## src/rtl/lane_deskew_pkg.sv

```systemverilog
package lane_deskew_pkg;
  localparam int unsigned OCT_BITS = 8;
  localparam logic [7:0]  START_OCTET = 8'h1C;
endpackage

```

## src/rtl/deskew_lane_front.sv

```systemverilog
module deskew_lane_front
  import lane_deskew_pkg::*;
#(
  parameter int OCTETS = 4,
  localparam int W  = OCTETS * OCT_BITS,
  localparam int OW = (OCTETS > 1) ? $clog2(OCTETS) : 1
) (
  input  logic              clk,
  input  logic              clr,
  input  logic [W-1:0]      in_data,
  input  logic [OCTETS-1:0] in_ctrl,
  output logic              started,
  output logic              wr_en,
  output logic [W-1:0]      wr_data,
  output logic [OCTETS-1:0] wr_ctrl
);
  logic [W-1:0]      hold_data;
  logic [OCTETS-1:0] hold_ctrl;
  logic [OW-1:0]     off_q, hit_pos;
  logic              hit;

  // lowest octet position carrying a flagged start octet
  always_comb begin
    hit     = 1'b0;
    hit_pos = '0;
    for (int k = OCTETS - 1; k >= 0; k--) begin
      if (in_ctrl[k] && in_data[k*OCT_BITS +: OCT_BITS] == START_OCTET) begin
        hit     = 1'b1;
        hit_pos = OW'(k);
      end
    end
  end

  always_ff @(posedge clk) begin
    hold_data <= in_data;
    hold_ctrl <= in_ctrl;
    if (clr) begin
      started <= 1'b0;
      off_q   <= '0;
    end else if (!started && hit) begin
      started <= 1'b1;
      off_q   <= hit_pos;
    end
  end

  // re-pack: octets off..N-1 of previous word, then 0..off-1 of current
  always_comb begin
    for (int o = 0; o < OCTETS; o++) begin
      int idx;
      idx = int'(off_q) + o;
      if (idx < OCTETS) begin
        wr_data[o*OCT_BITS +: OCT_BITS] = hold_data[idx*OCT_BITS +: OCT_BITS];
        wr_ctrl[o] = hold_ctrl[idx];
      end else begin
        wr_data[o*OCT_BITS +: OCT_BITS] = in_data[(idx-OCTETS)*OCT_BITS +: OCT_BITS];
        wr_ctrl[o] = in_ctrl[idx-OCTETS];
      end
    end
  end

  assign wr_en = started;

  p_start_hold_r2: assert property (@(posedge clk) disable iff (clr)
    started |=> started);
endmodule

```

## src/rtl/deskew_fifo.sv

```systemverilog
module deskew_fifo #(
  parameter int WIDTH = 36,
  parameter int DEPTH = 16,
  localparam int AW = $clog2(DEPTH),
  localparam int CW = $clog2(DEPTH + 1)
) (
  input  logic             clk,
  input  logic             rst,
  input  logic             clr,
  input  logic             wr_en,
  input  logic [WIDTH-1:0] wr_data,
  input  logic             rd_en,
  output logic [WIDTH-1:0] rd_data,
  output logic             ovf
);
  logic [WIDTH-1:0] mem [DEPTH];
  logic [AW-1:0]    wr_ptr, rd_ptr;
  logic [CW-1:0]    count;
  logic             full, do_wr, do_rd;

  assign full  = (count == CW'(DEPTH));
  assign do_rd = rd_en && (count != '0);
  assign do_wr = wr_en && (!full || do_rd);

  always_ff @(posedge clk) begin
    if (do_wr) mem[wr_ptr] <= wr_data;
  end

  always_ff @(posedge clk) begin
    if (do_rd) rd_data <= mem[rd_ptr];
  end

  always_ff @(posedge clk) begin
    if (clr) begin
      wr_ptr <= '0;
      rd_ptr <= '0;
      count  <= '0;
      ovf    <= 1'b0;
    end else begin
      if (do_wr) wr_ptr <= (wr_ptr == AW'(DEPTH - 1)) ? '0 : wr_ptr + 1'b1;
      if (do_rd) rd_ptr <= (rd_ptr == AW'(DEPTH - 1)) ? '0 : rd_ptr + 1'b1;
      count <= count + CW'(do_wr) - CW'(do_rd);
      if (wr_en && !do_wr) ovf <= 1'b1;
    end
  end

  p_count_bound_r6: assert property (@(posedge clk) disable iff (rst)
    count <= CW'(DEPTH));
  p_ovf_sticky_r7: assert property (@(posedge clk) disable iff (rst)
    (ovf && !clr) |=> ovf);
endmodule

```

## src/rtl/deskew_ctrl.sv

```systemverilog
module deskew_ctrl #(
  parameter int NUM_LANES   = 4,
  parameter int TIMEOUT_CYC = 64,
  localparam int TW = $clog2(TIMEOUT_CYC + 1)
) (
  input  logic                 clk,
  input  logic                 rst,
  input  logic [NUM_LANES-1:0] started,
  output logic                 clr,
  output logic                 rel,
  output logic                 out_valid,
  output logic                 aligned,
  output logic                 reinit_req
);
  logic          all_in, partial, fire;
  logic [TW-1:0] tmo_cnt;

  assign all_in  = &started;
  assign partial = (|started) && !all_in;
  assign fire    = partial && (tmo_cnt == TW'(TIMEOUT_CYC - 1));
  assign clr     = rst || reinit_req;

  always_ff @(posedge clk) begin
    if (rst) reinit_req <= 1'b0;
    else     reinit_req <= fire;
  end

  always_ff @(posedge clk) begin
    if (clr) begin
      tmo_cnt   <= '0;
      rel       <= 1'b0;
      out_valid <= 1'b0;
      aligned   <= 1'b0;
    end else begin
      tmo_cnt   <= (partial && !fire) ? tmo_cnt + 1'b1 : '0;
      rel       <= all_in;
      out_valid <= rel;
      if (rel) aligned <= 1'b1;
    end
  end

  p_release_all_r3: assert property (@(posedge clk) disable iff (rst)
    out_valid |-> $past(all_in, 2));
  p_aligned_hold_r5: assert property (@(posedge clk) disable iff (rst)
    (aligned && !clr) |=> aligned);
  p_reinit_pulse_r8: assert property (@(posedge clk) disable iff (rst)
    reinit_req |=> !reinit_req);
endmodule

```

## src/rtl/lane_deskew.sv

```systemverilog
module lane_deskew
  import lane_deskew_pkg::*;
#(
  parameter int NUM_LANES   = 4,
  parameter int OCTETS      = 4,
  parameter int DEPTH       = 16,
  parameter int TIMEOUT_CYC = 64,
  localparam int W = OCTETS * OCT_BITS
) (
  input  logic                        clk,
  input  logic                        rst,
  input  logic [NUM_LANES*W-1:0]      rx_data,
  input  logic [NUM_LANES*OCTETS-1:0] rx_ctrl,
  output logic [NUM_LANES*W-1:0]      out_data,
  output logic [NUM_LANES*OCTETS-1:0] out_ctrl,
  output logic                        out_valid,
  output logic                        aligned,
  output logic                        reinit_req,
  output logic [NUM_LANES-1:0]        overflow
);
  logic                 clr, rel;
  logic [NUM_LANES-1:0] started;

  deskew_ctrl #(.NUM_LANES(NUM_LANES), .TIMEOUT_CYC(TIMEOUT_CYC)) u_ctrl (
    .clk(clk), .rst(rst), .started(started), .clr(clr), .rel(rel),
    .out_valid(out_valid), .aligned(aligned), .reinit_req(reinit_req));

  for (genvar l = 0; l < NUM_LANES; l++) begin : g_lane
    logic              wr_en;
    logic [W-1:0]      wr_data;
    logic [OCTETS-1:0] wr_ctrl;

    deskew_lane_front #(.OCTETS(OCTETS)) u_front (
      .clk(clk), .clr(clr),
      .in_data(rx_data[l*W +: W]), .in_ctrl(rx_ctrl[l*OCTETS +: OCTETS]),
      .started(started[l]), .wr_en(wr_en), .wr_data(wr_data), .wr_ctrl(wr_ctrl));

    deskew_fifo #(.WIDTH(W + OCTETS), .DEPTH(DEPTH)) u_fifo (
      .clk(clk), .rst(rst), .clr(clr), .wr_en(wr_en),
      .wr_data({wr_ctrl, wr_data}), .rd_en(rel),
      .rd_data({out_ctrl[l*OCTETS +: OCTETS], out_data[l*W +: W]}),
      .ovf(overflow[l]));
  end

  p_valid_aligned_r4: assert property (@(posedge clk) disable iff (rst)
    out_valid |-> aligned);
endmodule

```

## config.mk

```make
export PLATFORM = sky130hd
export DESIGN_NAME = lane_deskew
export DESIGN_NICKNAME = d
export VERILOG_FILES = /design/src/rtl/lane_deskew_pkg.sv /design/src/rtl/deskew_lane_front.sv /design/src/rtl/deskew_fifo.sv /design/src/rtl/deskew_ctrl.sv /design/src/rtl/lane_deskew.sv
export SDC_FILE = /design/constraint.sdc
export NUM_CORES = 2
export LEC_CHECK = 0
export ABC_AREA = 1
export BUFFER_PORTS_ARGS = -buffer_cell sky130_fd_sc_hd__buf_2
export CAP_MARGIN = 20
export CORE_MARGIN = 5
export CORE_UTILIZATION = 65
export DETAILED_ROUTE_END_ITERATION = 8
export MAX_ROUTING_LAYER = met4
export PLACE_DENSITY = 0.89
export SLEW_MARGIN = 10
export SYNTH_ARGS = -nofsm -noshare
export SYNTH_HDL_FRONTEND = slang
export SYNTH_SLANG_ARGS = --single-unit
```

## constraint.sdc

```tcl
create_clock -name clk -period 7.2 [get_ports clk]
set_input_delay 1.44 -clock clk [delete_from_list [all_inputs] [get_ports clk]]
set_output_delay 1.44 -clock clk [all_outputs]
set_load 0.1 [all_outputs]
```

==> summary.txt <==
Global route
  • Initial antenna violation count: 18
  • First-pass GRT wire length: 422000 um
  • Total grt overflow: 0
  • Vias in the first global route: 71500
  • Pin count of the biggest net entering global routing: 188
  • Total track usage: 33.1%

Timing
  • Max Slew Vio Count: 0
  • Slew margin rel.: 13.4%
  • RSZ-0062 raised after global routing: no
  • Fin crit share: 57.6%
  • Endpoints failing setup: 0
  • Final Hold Fails: 0
  • F_max: 241 MHz
  • Final Skew: 0.0258 ns
  • Period minus WS final: 4.15 ns
  • Slew @ Worst Pin: 1.30 ns
  • Hold Worst Slack: 0.444 ns
  • Setup TNS: 0 ns

Floorplan
  • # IOs: 297
  • Initial Utilization: 65.3%
  • Die Height: 414 um
  • Die Wd: 414 um
  • Row count: 148
  • Core area: 163000 um^2
  • Die area: 171000 um^2

Clock network
  • Post-CTS Hold Fix Bufs: 0
  • CTS tree: done
  • H-tree Lvls: 4
  • # clock sinks: 2671
  • TritonCTS Buffers: 240
  • CTS resizes: 0
  • Clock root buffer: clkbuf_16
  • Post-CTS Setup Repair Bufs: 0
  • Clock tree buffer depth: 3
  • Worst-Skew Late Latency: 0.87 ns
  • Worst-path clk slew: 0.06 ns

Worst setup path
  • Crit Path Max Fanout: 62
  • Worst Setup Path Type: flop to flop
  • Crit start category: flop
  • FF-to-FF path depth: 7
  • R2R Path End: g_lane[0].u_fifo.mem[4][28]$_DFFE_PP_
  • Critical Path RT: 7.71 ns
  • Critical Path AT: 4.66 ns
  • Reg-to-reg startpoint: g_lane[0].u_front.off_q[0]$_SDFFE_PP0P_
  • Crit. End Element: flop
  • Reg2reg setup slack: 3.05 ns

Yosys
  • Async SR Flop Fraction: 0%
  • Synth Area in Simple Gates: 10.2%
  • Mux cell area share after synthesis: 0.547%
  • Synth top area share: 69.3%
  • Leading area contributor after synthesis: edfxtp_1
  • Synth area leaders: edfxtp_1 69%, nor2_1 5.9%, o21ai_0 5.7%
  • Synth unique cells: 38
  • Post-synthesis adder-cell area fraction: 0.701%
  • Sequential area share after synthesis: 73.5%
  • Ys flop type: edfxtp_1
  • Syn_area_per_cell: 12.4 um^2
  • Synth Cell Area: 106000 um^2
  • Synth Register Bits: 2671
  • Syn_nets: 8735
  • Warnings from Yosys: 0
  • Largest family of logic cells by synthesized area: compound AO/OA/AOI/OAI gates
  • Post-synth EDFFs: 2448
  • Xor/xnor share of the synthesized area: 0.107%
  • Synth Instances: 8532
  • Compound-Gate Fraction of Synth Area: 11.9%

Place
  • Placement Cell Area: 110000 um^2
  • DPL Wire Length: 149000 um
  • IO buf count: 296
  • Routability cong.: 0.946

Min path
  • WHS Path Cells: 2
  • Hold Path End: g_lane[0].u_fifo.ovf$_SDFFE_PP0P_
  • Worst Hold Launch: g_lane[0].u_fifo.ovf$_SDFFE_PP0P_
  • Hold Path Class: flop to flop

Route
  • Initial DRC count: 12000
  • Total Wirelength: 285000 um
  • Wire per inst: 25.6 um
  • Post-DR vias/cell: 6.57
  • Drc violations: 0
  • Via count: 73100
  • First-pass DRT Iterations: 7
  • Antenna Nets Post-Route: 0

Job
  • Max-cap violations: 0

Power and ir drop
  • VDD IR max: 280 uV
  • Total power: 30.4 mW
  • Leak pwr: 39.6 nW
  • PwrDens: 258 nW/um^2

Final layout
  • Post-Layout Inst Area: 118000 um^2
  • Fill cells: 9584
  • Layout area overhead: 11.1%
  • Final core occ: 72.5%
  • Nets: 8930
  • Share of layout cells above drive strength 1: 10.9%

Outcome
  • Run status: finished clean
-- metrics by stage --
step | std cells | setup WS (ns)
final | 11100 | 3.05
after global routing | 11100 | 2.68
after CTS | 11100 | 3.12
after detailed placement | 10600 | 3.17
after global placement | 10600 | 3.39
after floorplan | 8532 | 4.07
-- placed cells by master, fill, tap and decap left out, types with 158 or more instances in the layout --
master        n
nand3_1     338
buf_4       188
o21ai_1     166
edfxtp_1   2448
a21oi_1     158
nand2_1     731
o21ai_0    1212
buf_2       298
o22ai_1     321
nor2_1     1588
dfxtp_1     207
clkbuf_16   243
o211ai_1    308
-- kinds of logic after synthesis --
| kind of cell | count (synthesis) |
|---|---|
| fa+ha+maj | 57 |
| simple gates | 2753 |
| mux | 58 |
| xor+xnor | 13 |
| compound gates | 2249 |
| flops | 2671 |
| buf+inv | 731 |
-- metal layers --
metal | wire, um | global-route usage, % | vias up
li1 | - | - | 31500
met1 | 94200 | 41.4 | 34500
met2 | 137000 | 52.5 | 5922
met3 | 37300 | 6.17 | 1152
met4 | 16300 | 16.5 | 0
met5 | 0 | - | -
-- synth_stat cells (22+ instances only) --
cell type	instances
o21a_1	27
o22ai_1	326
nand3_1	338
mux2i_1	58
dfxtp_1	223
nor2_1	1655
nand2_1	731
inv_1	165
o21ai_1	162
a22oi_1	36
clkbuf_1	251
buf_2	191
o21ai_0	1217
buf_6	22
ha_1	53
edfxtp_1	2448
o211ai_1	308
a21oi_1	158
buf_1	60
-- power breakdown --
group | switching [mW] | internal, mW
sequential | 0.0251 | 17.0
clock | 5.63 | 7.19
combinational | 0.427 | 0.132
total | 6.08 | 24.3
-- state kept, by name, summed over array words and instances (netlist names) --
signal / count
g_lane.u_fifo.count: 20
g_lane.u_front.started: 4
g_lane.u_fifo.rd_ptr: 16
g_lane.u_front.hold_data: 128
u_ctrl.rel: 1
u_ctrl.aligned: 1
u_ctrl.tmo_cnt: 7
g_lane.u_front.hold_ctrl: 16
g_lane.u_fifo.rd_data: 144
g_lane.u_fifo.ovf: 4
g_lane.u_fifo.mem: 2304
u_ctrl.reinit_req: 1
g_lane.u_fifo.wr_ptr: 16
g_lane.u_front.off_q: 8
u_ctrl.out_valid: 1
-- area by class of cell --
cell class                      count  area [um^2]  area share (%)
Antenna cell                       17         42.5          0.0361
Timing Repair Buffer              494         3030            2.57
Multi-Input combinational cell   5130        25500            21.6
Inverter                          190          741           0.628
Tap cell                         2175         2720            2.31
Sequential cell                  2671        78000            66.2
Clock buffer                      296         6390            5.42
Clock inverter                    155         1480            1.25
-- worst max-delay path by stage --
stage               slack [ns]                                    start  cells past startpoint                                      to
CTS                       3.12  g_lane[0].u_front.off_q[0]$_SDFFE_PP0P_                      7   g_lane[0].u_fifo.mem[4][28]$_DFFE_PP_
global placement          3.39  g_lane[0].u_front.off_q[0]$_SDFFE_PP0P_                      7   g_lane[0].u_fifo.mem[4][28]$_DFFE_PP_
finish                    3.05  g_lane[0].u_front.off_q[0]$_SDFFE_PP0P_                      7   g_lane[0].u_fifo.mem[4][28]$_DFFE_PP_
detailed placement        3.17  g_lane[0].u_front.off_q[0]$_SDFFE_PP0P_                      7   g_lane[0].u_fifo.mem[5][28]$_DFFE_PP_
floorplan                 4.07     g_lane[0].u_fifo.count[2]$_SDFF_PP0_                     15    g_lane[0].u_fifo.count[4]$_SDFF_PP0_
global route              2.68  g_lane[0].u_front.off_q[0]$_SDFFE_PP0P_                      7  g_lane[0].u_fifo.mem[14][28]$_DFFE_PP_
-- critical path, stage by stage, from the launching register on --
cell and delay (ns):
dfxtp_2 0.31, buf_4 0.54, inv_2 0.51, ha_1 0.93, inv_1 0.40, nand2_1 0.17, o21ai_0 0.13, o22ai_1 0.76
No activity file was read; power rests on OpenSTA's default activity.
